--- src/rtl/bsg_pkg.sv ---
package bsg_pkg;

  // Mode of one machine cycle, frozen at the cycle boundary
  typedef struct packed {
    logic ext;   // code from external memory
    logic dat;   // external data transfer
    logic mvc;   // code-table read
    logic aoff;  // address-latch suppress bit
  } cyc_mode_t;

  localparam cyc_mode_t MODE_RESET = '{ext: 1'b0, dat: 1'b0, mvc: 1'b0, aoff: 1'b0};

endpackage

--- src/rtl/mc_seq.sv ---
module mc_seq #(
  parameter int NUM_STATES = 6
) (
  input  logic                          clk,
  input  logic                          rst,
  output logic [$clog2(NUM_STATES)-1:0] st,
  output logic                          ph,
  output logic [$clog2(NUM_STATES)-1:0] st_nx,
  output logic                          ph_nx,
  output logic                          wrap
);
  localparam int ST_W = $clog2(NUM_STATES);
  localparam logic [ST_W-1:0] LAST = ST_W'(NUM_STATES - 1);

  // Divide-by-two phase, state moves on the second phase
  always_comb begin
    ph_nx = ~ph;
    wrap  = ph && (st == LAST);
    if (!ph)
      st_nx = st;
    else if (wrap)
      st_nx = '0;
    else
      st_nx = st + 1'b1;
  end

  always_ff @(posedge clk) begin
    if (rst) begin
      st <= '0;
      ph <= 1'b0;
    end else begin
      st <= st_nx;
      ph <= ph_nx;
    end
  end
endmodule

--- src/rtl/mc_mode.sv ---
module mc_mode
  import bsg_pkg::*;
(
  input  logic      clk,
  input  logic      rst,
  input  logic      wrap,
  input  cyc_mode_t mode_in,
  output cyc_mode_t mode_q,
  output cyc_mode_t mode_nx
);
  // Mode for the next registered cycle
  always_comb mode_nx = wrap ? mode_in : mode_q;

  always_ff @(posedge clk) begin
    if (rst) mode_q <= MODE_RESET;
    else     mode_q <= mode_nx;
  end
endmodule

--- src/rtl/mc_strobe.sv ---
module mc_strobe
  import bsg_pkg::*;
#(
  parameter int NUM_STATES = 6,
  parameter int ALE_ST_A   = 0,
  parameter int ALE_ST_B   = 3,
  parameter int FETCH_ST_A = 2,
  parameter int FETCH_ST_B = 5
) (
  input  logic [$clog2(NUM_STATES)-1:0] st,
  input  cyc_mode_t                     mode,
  output logic                          ale,
  output logic                          psen_n,
  output logic                          ale_weak
);
  localparam int ST_W = $clog2(NUM_STATES);
  localparam logic [ST_W-1:0] SA = ST_W'(ALE_ST_A);
  localparam logic [ST_W-1:0] SB = ST_W'(ALE_ST_B);
  localparam logic [ST_W-1:0] FA = ST_W'(FETCH_ST_A);
  localparam logic [ST_W-1:0] FB = ST_W'(FETCH_ST_B);

  logic pulse, enable, fetch;

  always_comb begin
    // second latch pulse dropped in a data transfer
    pulse  = (st == SA) || ((st == SB) && !mode.dat);
    // suppress bit overridden by external code or an external access
    enable = !mode.aoff || mode.ext || mode.dat || mode.mvc;
    // both fetch strobes dropped in a data transfer
    fetch  = mode.ext && !mode.dat && ((st == FA) || (st == FB));
    ale      = enable ? pulse : 1'b1;
    ale_weak = !enable;
    psen_n   = !fetch;
  end
endmodule

--- src/rtl/bus_strobe_gen.sv ---
module bus_strobe_gen
  import bsg_pkg::*;
#(
  parameter int NUM_STATES = 6,
  parameter int ALE_ST_A   = 0,
  parameter int ALE_ST_B   = 3,
  parameter int FETCH_ST_A = 2,
  parameter int FETCH_ST_B = 5
) (
  input  logic                          clk,
  input  logic                          rst,
  input  logic                          ext_code,
  input  logic                          data_cyc,
  input  logic                          movc_cyc,
  input  logic                          cfg_we,
  input  logic                          cfg_d,
  output logic                          ale,
  output logic                          psen_n,
  output logic                          ale_weak,
  output logic [$clog2(NUM_STATES)-1:0] state_o,
  output logic                          phase_o
);
  localparam int ST_W = $clog2(NUM_STATES);

  logic [ST_W-1:0] st, st_nx;
  logic            ph, ph_nx, wrap;
  logic            aoff_q;
  cyc_mode_t       mode_in, mode_q, mode_nx;
  logic            ale_d, psen_n_d, weak_d;

  mc_seq #(.NUM_STATES(NUM_STATES)) u_seq (
    .clk(clk), .rst(rst), .st(st), .ph(ph),
    .st_nx(st_nx), .ph_nx(ph_nx), .wrap(wrap)
  );

  // suppress bit
  always_ff @(posedge clk) begin
    if (rst)         aoff_q <= 1'b0;
    else if (cfg_we) aoff_q <= cfg_d;
  end

  always_comb begin
    mode_in.ext  = ext_code;
    mode_in.dat  = data_cyc;
    mode_in.mvc  = movc_cyc;
    mode_in.aoff = aoff_q;
  end

  mc_mode u_mode (
    .clk(clk), .rst(rst), .wrap(wrap),
    .mode_in(mode_in), .mode_q(mode_q), .mode_nx(mode_nx)
  );

  // Decode from next state so the strobe registers line up with state_o
  mc_strobe #(
    .NUM_STATES(NUM_STATES), .ALE_ST_A(ALE_ST_A), .ALE_ST_B(ALE_ST_B),
    .FETCH_ST_A(FETCH_ST_A), .FETCH_ST_B(FETCH_ST_B)
  ) u_strobe (
    .st(st_nx), .mode(mode_nx),
    .ale(ale_d), .psen_n(psen_n_d), .ale_weak(weak_d)
  );

  always_ff @(posedge clk) begin
    if (rst) begin
      ale      <= 1'b1;
      psen_n   <= 1'b1;
      ale_weak <= 1'b0;
    end else begin
      ale      <= ale_d;
      psen_n   <= psen_n_d;
      ale_weak <= weak_d;
    end
  end

  assign state_o = st;
  assign phase_o = ph;

  // mode_q only feeds itself through mc_mode; keep it observed
  logic unused_ok;
  assign unused_ok = ^{mode_q, ph_nx};
endmodule

--- config.mk ---
export PLATFORM = sky130hd
export DESIGN_NAME = bus_strobe_gen
export DESIGN_NICKNAME = d
export VERILOG_FILES = /design/src/rtl/bsg_pkg.sv /design/src/rtl/mc_seq.sv /design/src/rtl/mc_mode.sv /design/src/rtl/mc_strobe.sv /design/src/rtl/bus_strobe_gen.sv
export SDC_FILE = /design/constraint.sdc
export NUM_CORES = 1
export LEC_CHECK = 0
export ABC_AREA = 0
export CORE_AREA = 3 3 40 42
export CTS_BUF_LIST = sky130_fd_sc_hd__clkbuf_4
export DETAILED_ROUTE_END_ITERATION = 12
export DIE_AREA = 0 0 43 45
export PLACE_DENSITY = 0.77
export SYNTH_ARGS = -nofsm -noshare
export SYNTH_HDL_FRONTEND = slang
export SYNTH_HIERARCHICAL = 1
export SYNTH_SLANG_ARGS = --single-unit
--- constraint.sdc ---
create_clock -name clk -period 2.8 [get_ports clk]
set_input_delay 0.42 -clock clk [delete_from_list [all_inputs] [get_ports clk]]
set_output_delay 0.42 -clock clk [all_outputs]
set_load 0.02 [all_outputs]
Word-level counts from Yosys, hierarchy flattened:

Cells that the tools add are included.

* word-level logic and storage cells: 35
* output and inout bits: 7
* bits of input ports: 7
* register bits after elaboration: 12

* bitwise operators: 2
* equal/unequal tests: 4
* muxes and demuxes: 3
* reductions and logical operators: 15
* add/sub/neg operators: 1

Operators with widths (number)
* 3-bit by 2-bit equality test with 1-bit output (second input constant): 2
* 3-bit equality test (second input constant): 2
* 3-bit two-way mux: 2
* 1-bit logical OR: 5
* 1-bit logical AND: 4
* 1-bit logical NOT: 4
* 4-bit two-way mux: 1
* 3-bit by 1-bit adder with 3-bit output (second input constant): 1
* 3-bit logical NOT: 1
* 1-bit NOT: 2
* 2-bit OR reduction: 1

Depth between registers and ports, before layout:

Gate-level depths: netlist (run 1).

* depth after elaboration: 9
* gate-level depth with buffers: 7
* mapped depth without buffers: 7

Modules after synthesis:

Netlist (run 1), hierarchy kept.

Modules (own cells, without submodules)
* mc_seq: cells an instance 20, times used 1, area an instance 201.4 um2, sequential area each 80.1 um2
* mc_mode: cells an instance 12, times used 1, area an instance 150.1 um2, sequential area each 80.1 um2
* bus_strobe_gen: cells an instance 9, times used 1, area an instance 112.6 um2, sequential area each 80.1 um2
* mc_strobe: cells an instance 8, times used 1, area an instance 65.1 um2, sequential area each 0.0 um2

Worst setup path before layout (run 1):

OpenSTA, ideal clock, no wires.

* path type: register to register
* start point: register u_seq.st[0]
* end point: register ale
* setup slack: 0.697 ns
* stages on the path, launching flop included: 7
* data arrival time: 1.983 ns
* setup time: 0.120 ns
* clock period less this slack: 2.103 ns
* data required time: 2.680 ns
* path buffers: 0
* cells stage by stage: dfxtp_1 ha_1 and3_1 mux2_2 nor4b_2 or3_1 or2_1

RTL lines
* start, declared: RTL line mc_seq.sv:6 `output logic [$clog2(NUM_STATES)-1:0] st,`
* start signal, assigned: RTL line mc_seq.sv:32 `st <= st_nx;`
* end signal, assigned: RTL line bus_strobe_gen.sv:69 `ale <= ale_d;`
* end, declared: RTL line bus_strobe_gen.sv:17 `output logic ale,`

==> run_results.csv, run 1 <==
group,metric,value,unit
drt,detail-route-antenna-nets,0,
timing,max-slew-margin-rel,68.0,%
timing,finalSetupViolations,0,
layout,multi_input_area,282,um2
grt,grt_use_met2,21.0,%
grt,grt_max_degree,13,
clock_network,clk_path_buf_depth,2,
layout,fin_area,697,um2
die,die_w,43,um
drt,drc,0,
clock_network,cts_htree_levels,1,
clock_network,cts_tree,"done",
setup_path,crit_path_max_fanout,5,
layout,area_growth,32.6,%
drt,drtPass1Iterations,4,
timing,rsz0062_at_grt,"false",
timing,setup_tns,0,ns
power,vdd_ir_drop_max,0.232,mV
synthesis,synth_warnings,6,
die,initial_utilization,40.9,%
synthesis,synth_nets,57,
drt,vias,395,
die,core-area,1280,um2
grt,busiest_layer,"met2",
timing,final_max_slew_viol_count,0,
hold_path,whs_path_depth,2,
clock_network,cts_buffers,3,
die,rows,13,
power,cellLeakagePower,0.283,nW
setup_path,endpoint_kind,"register",
drt,drt_iter0_drc,3,
placed_design,gp_congestion,0.708,
setup_path,cp_data_required_time,2.96,ns
timing,whs,0.508,ns
setup_path,crit_arrival,2.23,ns
grt,grt_pass1_wl,1590,um
power,powerDensity,483,nW/um2
clock_network,ctsResizeCount,0,
grt,grtUsageTotal,11.5,%
drt,wl_per_cell,12.1,um
layout,diodes,0,
hold_path,hold_class,"register to register",
timing,finalCritPeriodShare,74.1,%
grt,met3_usage,3.98,%
placed_design,io_buffers,13,
clock_network,clkSinkCount,12,
drt,vias_per_cell,5.00,
placed_design,place_area,674,um2
synthesis,netlist_area,526,um2
layout,n_fill_cell,124,
die,die_h,45,um
grt,antenna_found_initial,0,
placed_design,hpwl,742,um
layout,drive_gt1_share,17.2,%
grt,met1_usage,11.2,%
status,status,"complete, no violations",
drt,wirelength,959,um
timing,worst_pin_slew,0.478,ns
grt,grt_pass1_vias,386,
clock_network,cts.clk_slew.worst_paths,0.07,ns
clock_network,clkLatencyLatePin,0.27,ns
timing,hold_violations,0,
layout,regArea,240,um2
clock_network,cts_root_buffer,"clkbuf_4",
clock_network,holdBufCountCts,0,
layout,nNetsFinal,75,
setup_path,worstRegToRegCells,6,
die,dieArea,1940,um2
timing,min_period,2.07,ns
job,drv_cap,0,
setup_path,crit_type,"register to register",
synthesis,syn_inst,48,
die,io_pins,14,
clock_network,post-cts-setup-buffer-count,0,
synthesis,syn_area_per_cell,10.9,um2
setup_path,start_kind,"register",
grt,grt.overflow.total,0,
timing,fmax,0.482,GHz
timing,finClkSkew,0.00383,ns
where the power goes:
group          switching (W)  internal [W]
clock              0.0000541     0.0000497
combinational      0.0000219     0.0000293
sequential        0.00000536      0.000177
total              0.0000813      0.000256
flip-flops by register name, summed over array words and instances, names as in the netlist:
signal	cells
ale_weak	1
psen_n	1
u_seq/ph	1
aoff_q	1
u_mode/mode_q	4
ale	1
u_seq/st	3
stage by stage:
stage	setup WS, ns	util, %	total power (W)	cells
2_1_floorplan	0.697	-	0.000212	48
3_3_place_gp	0.742	52.5	0.000236	76
3_5_place_dp	0.712	52.5	0.000238	76
4_1_cts	0.716	54.2	0.000341	79
5_1_grt	0.600	54.2	0.000350	79
6_report	0.726	54.2	0.000337	79
critical path, cell delays in order (launching register included):
cell     delay [ns]
dfxtp_1        0.40
ha_1           0.23
and3_1         0.27
mux2_2         0.36
nor4b_2        0.16
or3_1          0.35
or2_1          0.20
path summary, 6_finish.rpt:
check	start	slack, ns	end
max reg2reg	u_seq/st[0]	0.73	ale
max	u_seq/st[0]	0.73	ale
min reg2reg	aoff_q	0.51	aoff_q
min	aoff_q	0.51	aoff_q
layer usage:
layer,wire length (um),vias to the layer above
met5,0,-
met3,41,0
met2,514,9
li1,-,202
met1,403,184
met4,0,0
cell usage in the layout, fill, tap and decap left out:
master            n
a21oi_1           2
a22o_1            1
and2b_1           1
and3_1            1
and3b_1           1
clkbuf_4          3
clkdlybuf4s50_1  13
dfxtp_1          12
ha_1              2
inv_1             1
mux2_2            6
mux2i_1           1
nor2_1            2
nor2b_1           8
nor2b_4           1
nor3_1            1
nor3b_1           1
nor4b_2           1
nor4bb_1          1
o21ai_0           1
o21ai_1           1
or2_1             2
or3_1             1
cell type report:
type,instances,area share [%]
Timing Repair Buffer,13,18.7
Clock buffer,3,3.23
Tap cell,15,2.69
Inverter,1,0.539
Multi-Input combinational cell,35,40.4
Sequential cell,12,34.5
(Power assumes the default switching activity.)
==> run 2, diff against run 1 <==
==> constraint.sdc (replaced) <==
create_clock -name clk -period 1.93 [get_ports clk]
set_input_delay 0.2895 -clock clk [delete_from_list [all_inputs] [get_ports clk]]
set_output_delay 0.2895 -clock clk [all_outputs]
set_load 0.02 [all_outputs]
==> run 2 against run 1 <==
  * Clock skew up 0.00097 ns
  * Power is 57% higher
  * Sequential power up 44%
  * Setup slack worse by 0.66 ns
  * Sequential share of layout area decreased by 2.7 points
  * Critical path depth increased by 1
  * Largest power group unchanged
  * Highest routed layer is now met4
==> run_results.csv, run 2 (synthesis gave the netlist of run 1 again) <==
group,metric,value,unit
status,status,"complete, no violations",
die,die_w,43,um
power,cellLeakagePower,0.318,nW
setup_path,crit_arrival,2.02,ns
die,core-area,1280,um2
timing,hold_violations,0,
layout,regMostFlops,"u_mode/mode_q",
power,vdd_ir_drop_max,0.366,mV
grt,grtUsageTotal,12.3,%
timing,fin_ws,0.0671,ns
drt,vias_per_cell,4.94,
clock_network,holdBufCountCts,0,
setup_path,cp_data_required_time,2.09,ns
job,drv_cap,0,
timing,final_max_slew_viol_count,0,
timing,whs,0.509,ns
layout,area_growth,46.9,%
layout,diodes,0,
clock_network,cts_buffers,3,
layout,layout_commonest_cell,"clkdlybuf4s50_1",
die,dieArea,1940,um2
drt,vias,420,
drt,drtPass1Iterations,1,
placed_design,gp_congestion,0.727,
layout,nNetsFinal,80,
timing,fmax,0.537,GHz
timing,finClkSkew,0.00480,ns
die,io_pins,14,
die,initial_utilization,40.9,%
grt,antenna_found_initial,0,
layout,reg.largest.list,"u_mode/mode_q: 4 flops, u_seq/st: 3 flops",
clock_network,cts_tree,"done",
setup_path,ff2ff_setup_slack,0.07,ns
drt,detail-route-antenna-nets,0,
placed_design,hpwl,753,um
setup_path,crit_path_max_fanout,3,
clock_network,cts_htree_levels,1,
timing,min_period,1.86,ns
setup_path,cpMaxStageDelayCell,"or3_1",
grt,grt_pass1_vias,420,
placed_design,pre_cts_ws,0.0488,ns
setup_path,rr_endpoint,"ale",
layout,largest_reg_flops,4,
grt,grt_pass1_wl,1700,um
die,rows,13,
setup_path,crit_type,"register to register",
placed_design,io_buffers,13,
clock_network,clkSinkCount,12,
layout,final_cell_mix,"clkdlybuf4s50_1, dfxtp_1, nor2b_1, buf_4",
clock_network,cts_root_buffer,"clkbuf_4",
timing,max-slew-margin-rel,69.1,%
die,die_h,45,um
drt,drt_iter0_drc,0,
hold_path,hold_class,"register to register",
setup_path,worstRegToRegCells,7,
setup_path,crit_chain,"inv_2 -> ha_4 -> and3_4 -> mux2_4 -> nor4b_2 -> or3_1 -> or2_1",
setup_path,r2r-start,"u_seq/st[1]",
power,powerDensity,686,nW/um2
drt,wl_per_cell,12.8,um
layout,final_cells,85,
timing,finalSetupViolations,0,
grt,grt.overflow.total,0,
drt,wirelength,1090,um
clock_network,clkLatencyLatePin,0.27,ns
layout,n_fill_cell,120,
clock_network,clk_path_buf_depth,2,
timing,worst_pin_slew,0.462,ns
setup_path,start_kind,"register",
setup_path,endpoint_kind,"register",
setup_path,endpoint,"ale",
setup_path,crit_start,"u_seq/st[1]",
clock_network,cts.clk_slew.worst_paths,0.07,ns
grt,grt_max_degree,13,
drt,drc,0,
timing,finalCritPeriodShare,96.5,%
setup_path,critical_path.max_stage_delay,0.36,ns
placed_design,numPlacedInstances,79,
layout,drive_gt1_share,31.4,%
run 2: cell types whose count changed in the layout (fill, tap and decap cells not counted), moves of 2 or more:
cell     change
dfxtp_1      -2
buf_4        +5
mux2_2       -2
mux2_4       +2
run 2: metrics by stage:
stage	utilization, %	cell area (um2)	setup TNS (ns)	total power [W]
CTS	57.5	739	0	0.000525
global route	60.1	772	-0.00325	0.000561
detailed placement	55.2	709	0	0.000351
floorplan	-	538	0	0.000309
global placement	55.2	709	0	0.000348
finish	60.1	772	0	0.000530
run 2: timing repair:
item / 4_1_cts / 5_1_grt
resized for setup: 0 / 4
setup buffers: 0 / 2
endpoints found under the setup margin: 0 / 2
run 2: critical path, delay by kind of cell (launching register included):
| family | cells | cell delay, ns |
|---|---|---|
| adders and majority gates | 1 | 0.15 |
| muxes | 1 | 0.29 |
| buffers and inverters | 1 | 0.05 |
| and+or+nand+nor | 4 | 0.92 |
| DFF | 1 | 0.35 |
run 2: power breakdown:
group | total, W | internal (W) | leakage [nW] | switching, W
logic | 0.0000965 | 0.0000549 | 0.201 | 0.0000416
clock network | 0.000171 | 0.0000941 | 0.0184 | 0.0000771
registers | 0.000262 | 0.000257 | 0.0989 | 0.00000535
run 2: routing by layer:
| metal | GRT usage, % | share of wire (%) | wire [um] |
|---|---|---|---|
| met3 | 5.98 | 3.5 | 38 |
| met1 | 12.5 | 41 | 451 |
| met2 | 20.7 | 53 | 581 |
| met5 | 0 | 0 | 0 |
| met4 | 7.23 | 1.5 | 16 |
run 2: final cells by class:
type | instances | area, um2 | share of cell area, %
multi-input combinational | 35 | 307 | 39.7
sequential | 12 | 245 | 31.8
timing repair buffer | 18 | 168 | 21.7
clock buffer | 4 | 30.0 | 3.89
tap | 15 | 18.8 | 2.43
inverter | 1 | 3.75 | 0.486
run 2: how the worst min path moves through the flow:
stage / cells after the start / from / to
3_3_place_gp: 2 / aoff_q / aoff_q
2_1_floorplan: 1 / rst / u_seq/st[0]
5_1_grt: 2 / aoff_q / aoff_q
4_1_cts: 2 / aoff_q / aoff_q
6_report: 2 / aoff_q / aoff_q
3_5_place_dp: 2 / aoff_q / aoff_q
==> run 3, diff against run 2 <==
--- a/config.mk
+++ b/config.mk
@@ -8,9 +8,11 @@
 export ABC_AREA = 0
 export CORE_AREA = 3 3 40 42
 export CTS_BUF_LIST = sky130_fd_sc_hd__clkbuf_4
+export CTS_CLUSTER_DIAMETER = 60
 export DETAILED_ROUTE_END_ITERATION = 12
 export DIE_AREA = 0 0 43 45
 export PLACE_DENSITY = 0.77
+export SKIP_LAST_GASP = 1
 export SYNTH_ARGS = -nofsm -noshare
 export SYNTH_HDL_FRONTEND = slang
 export SYNTH_HIERARCHICAL = 1
==> results of run 3 <==
Final layout, timing and power as in run 2 (identical DEF).
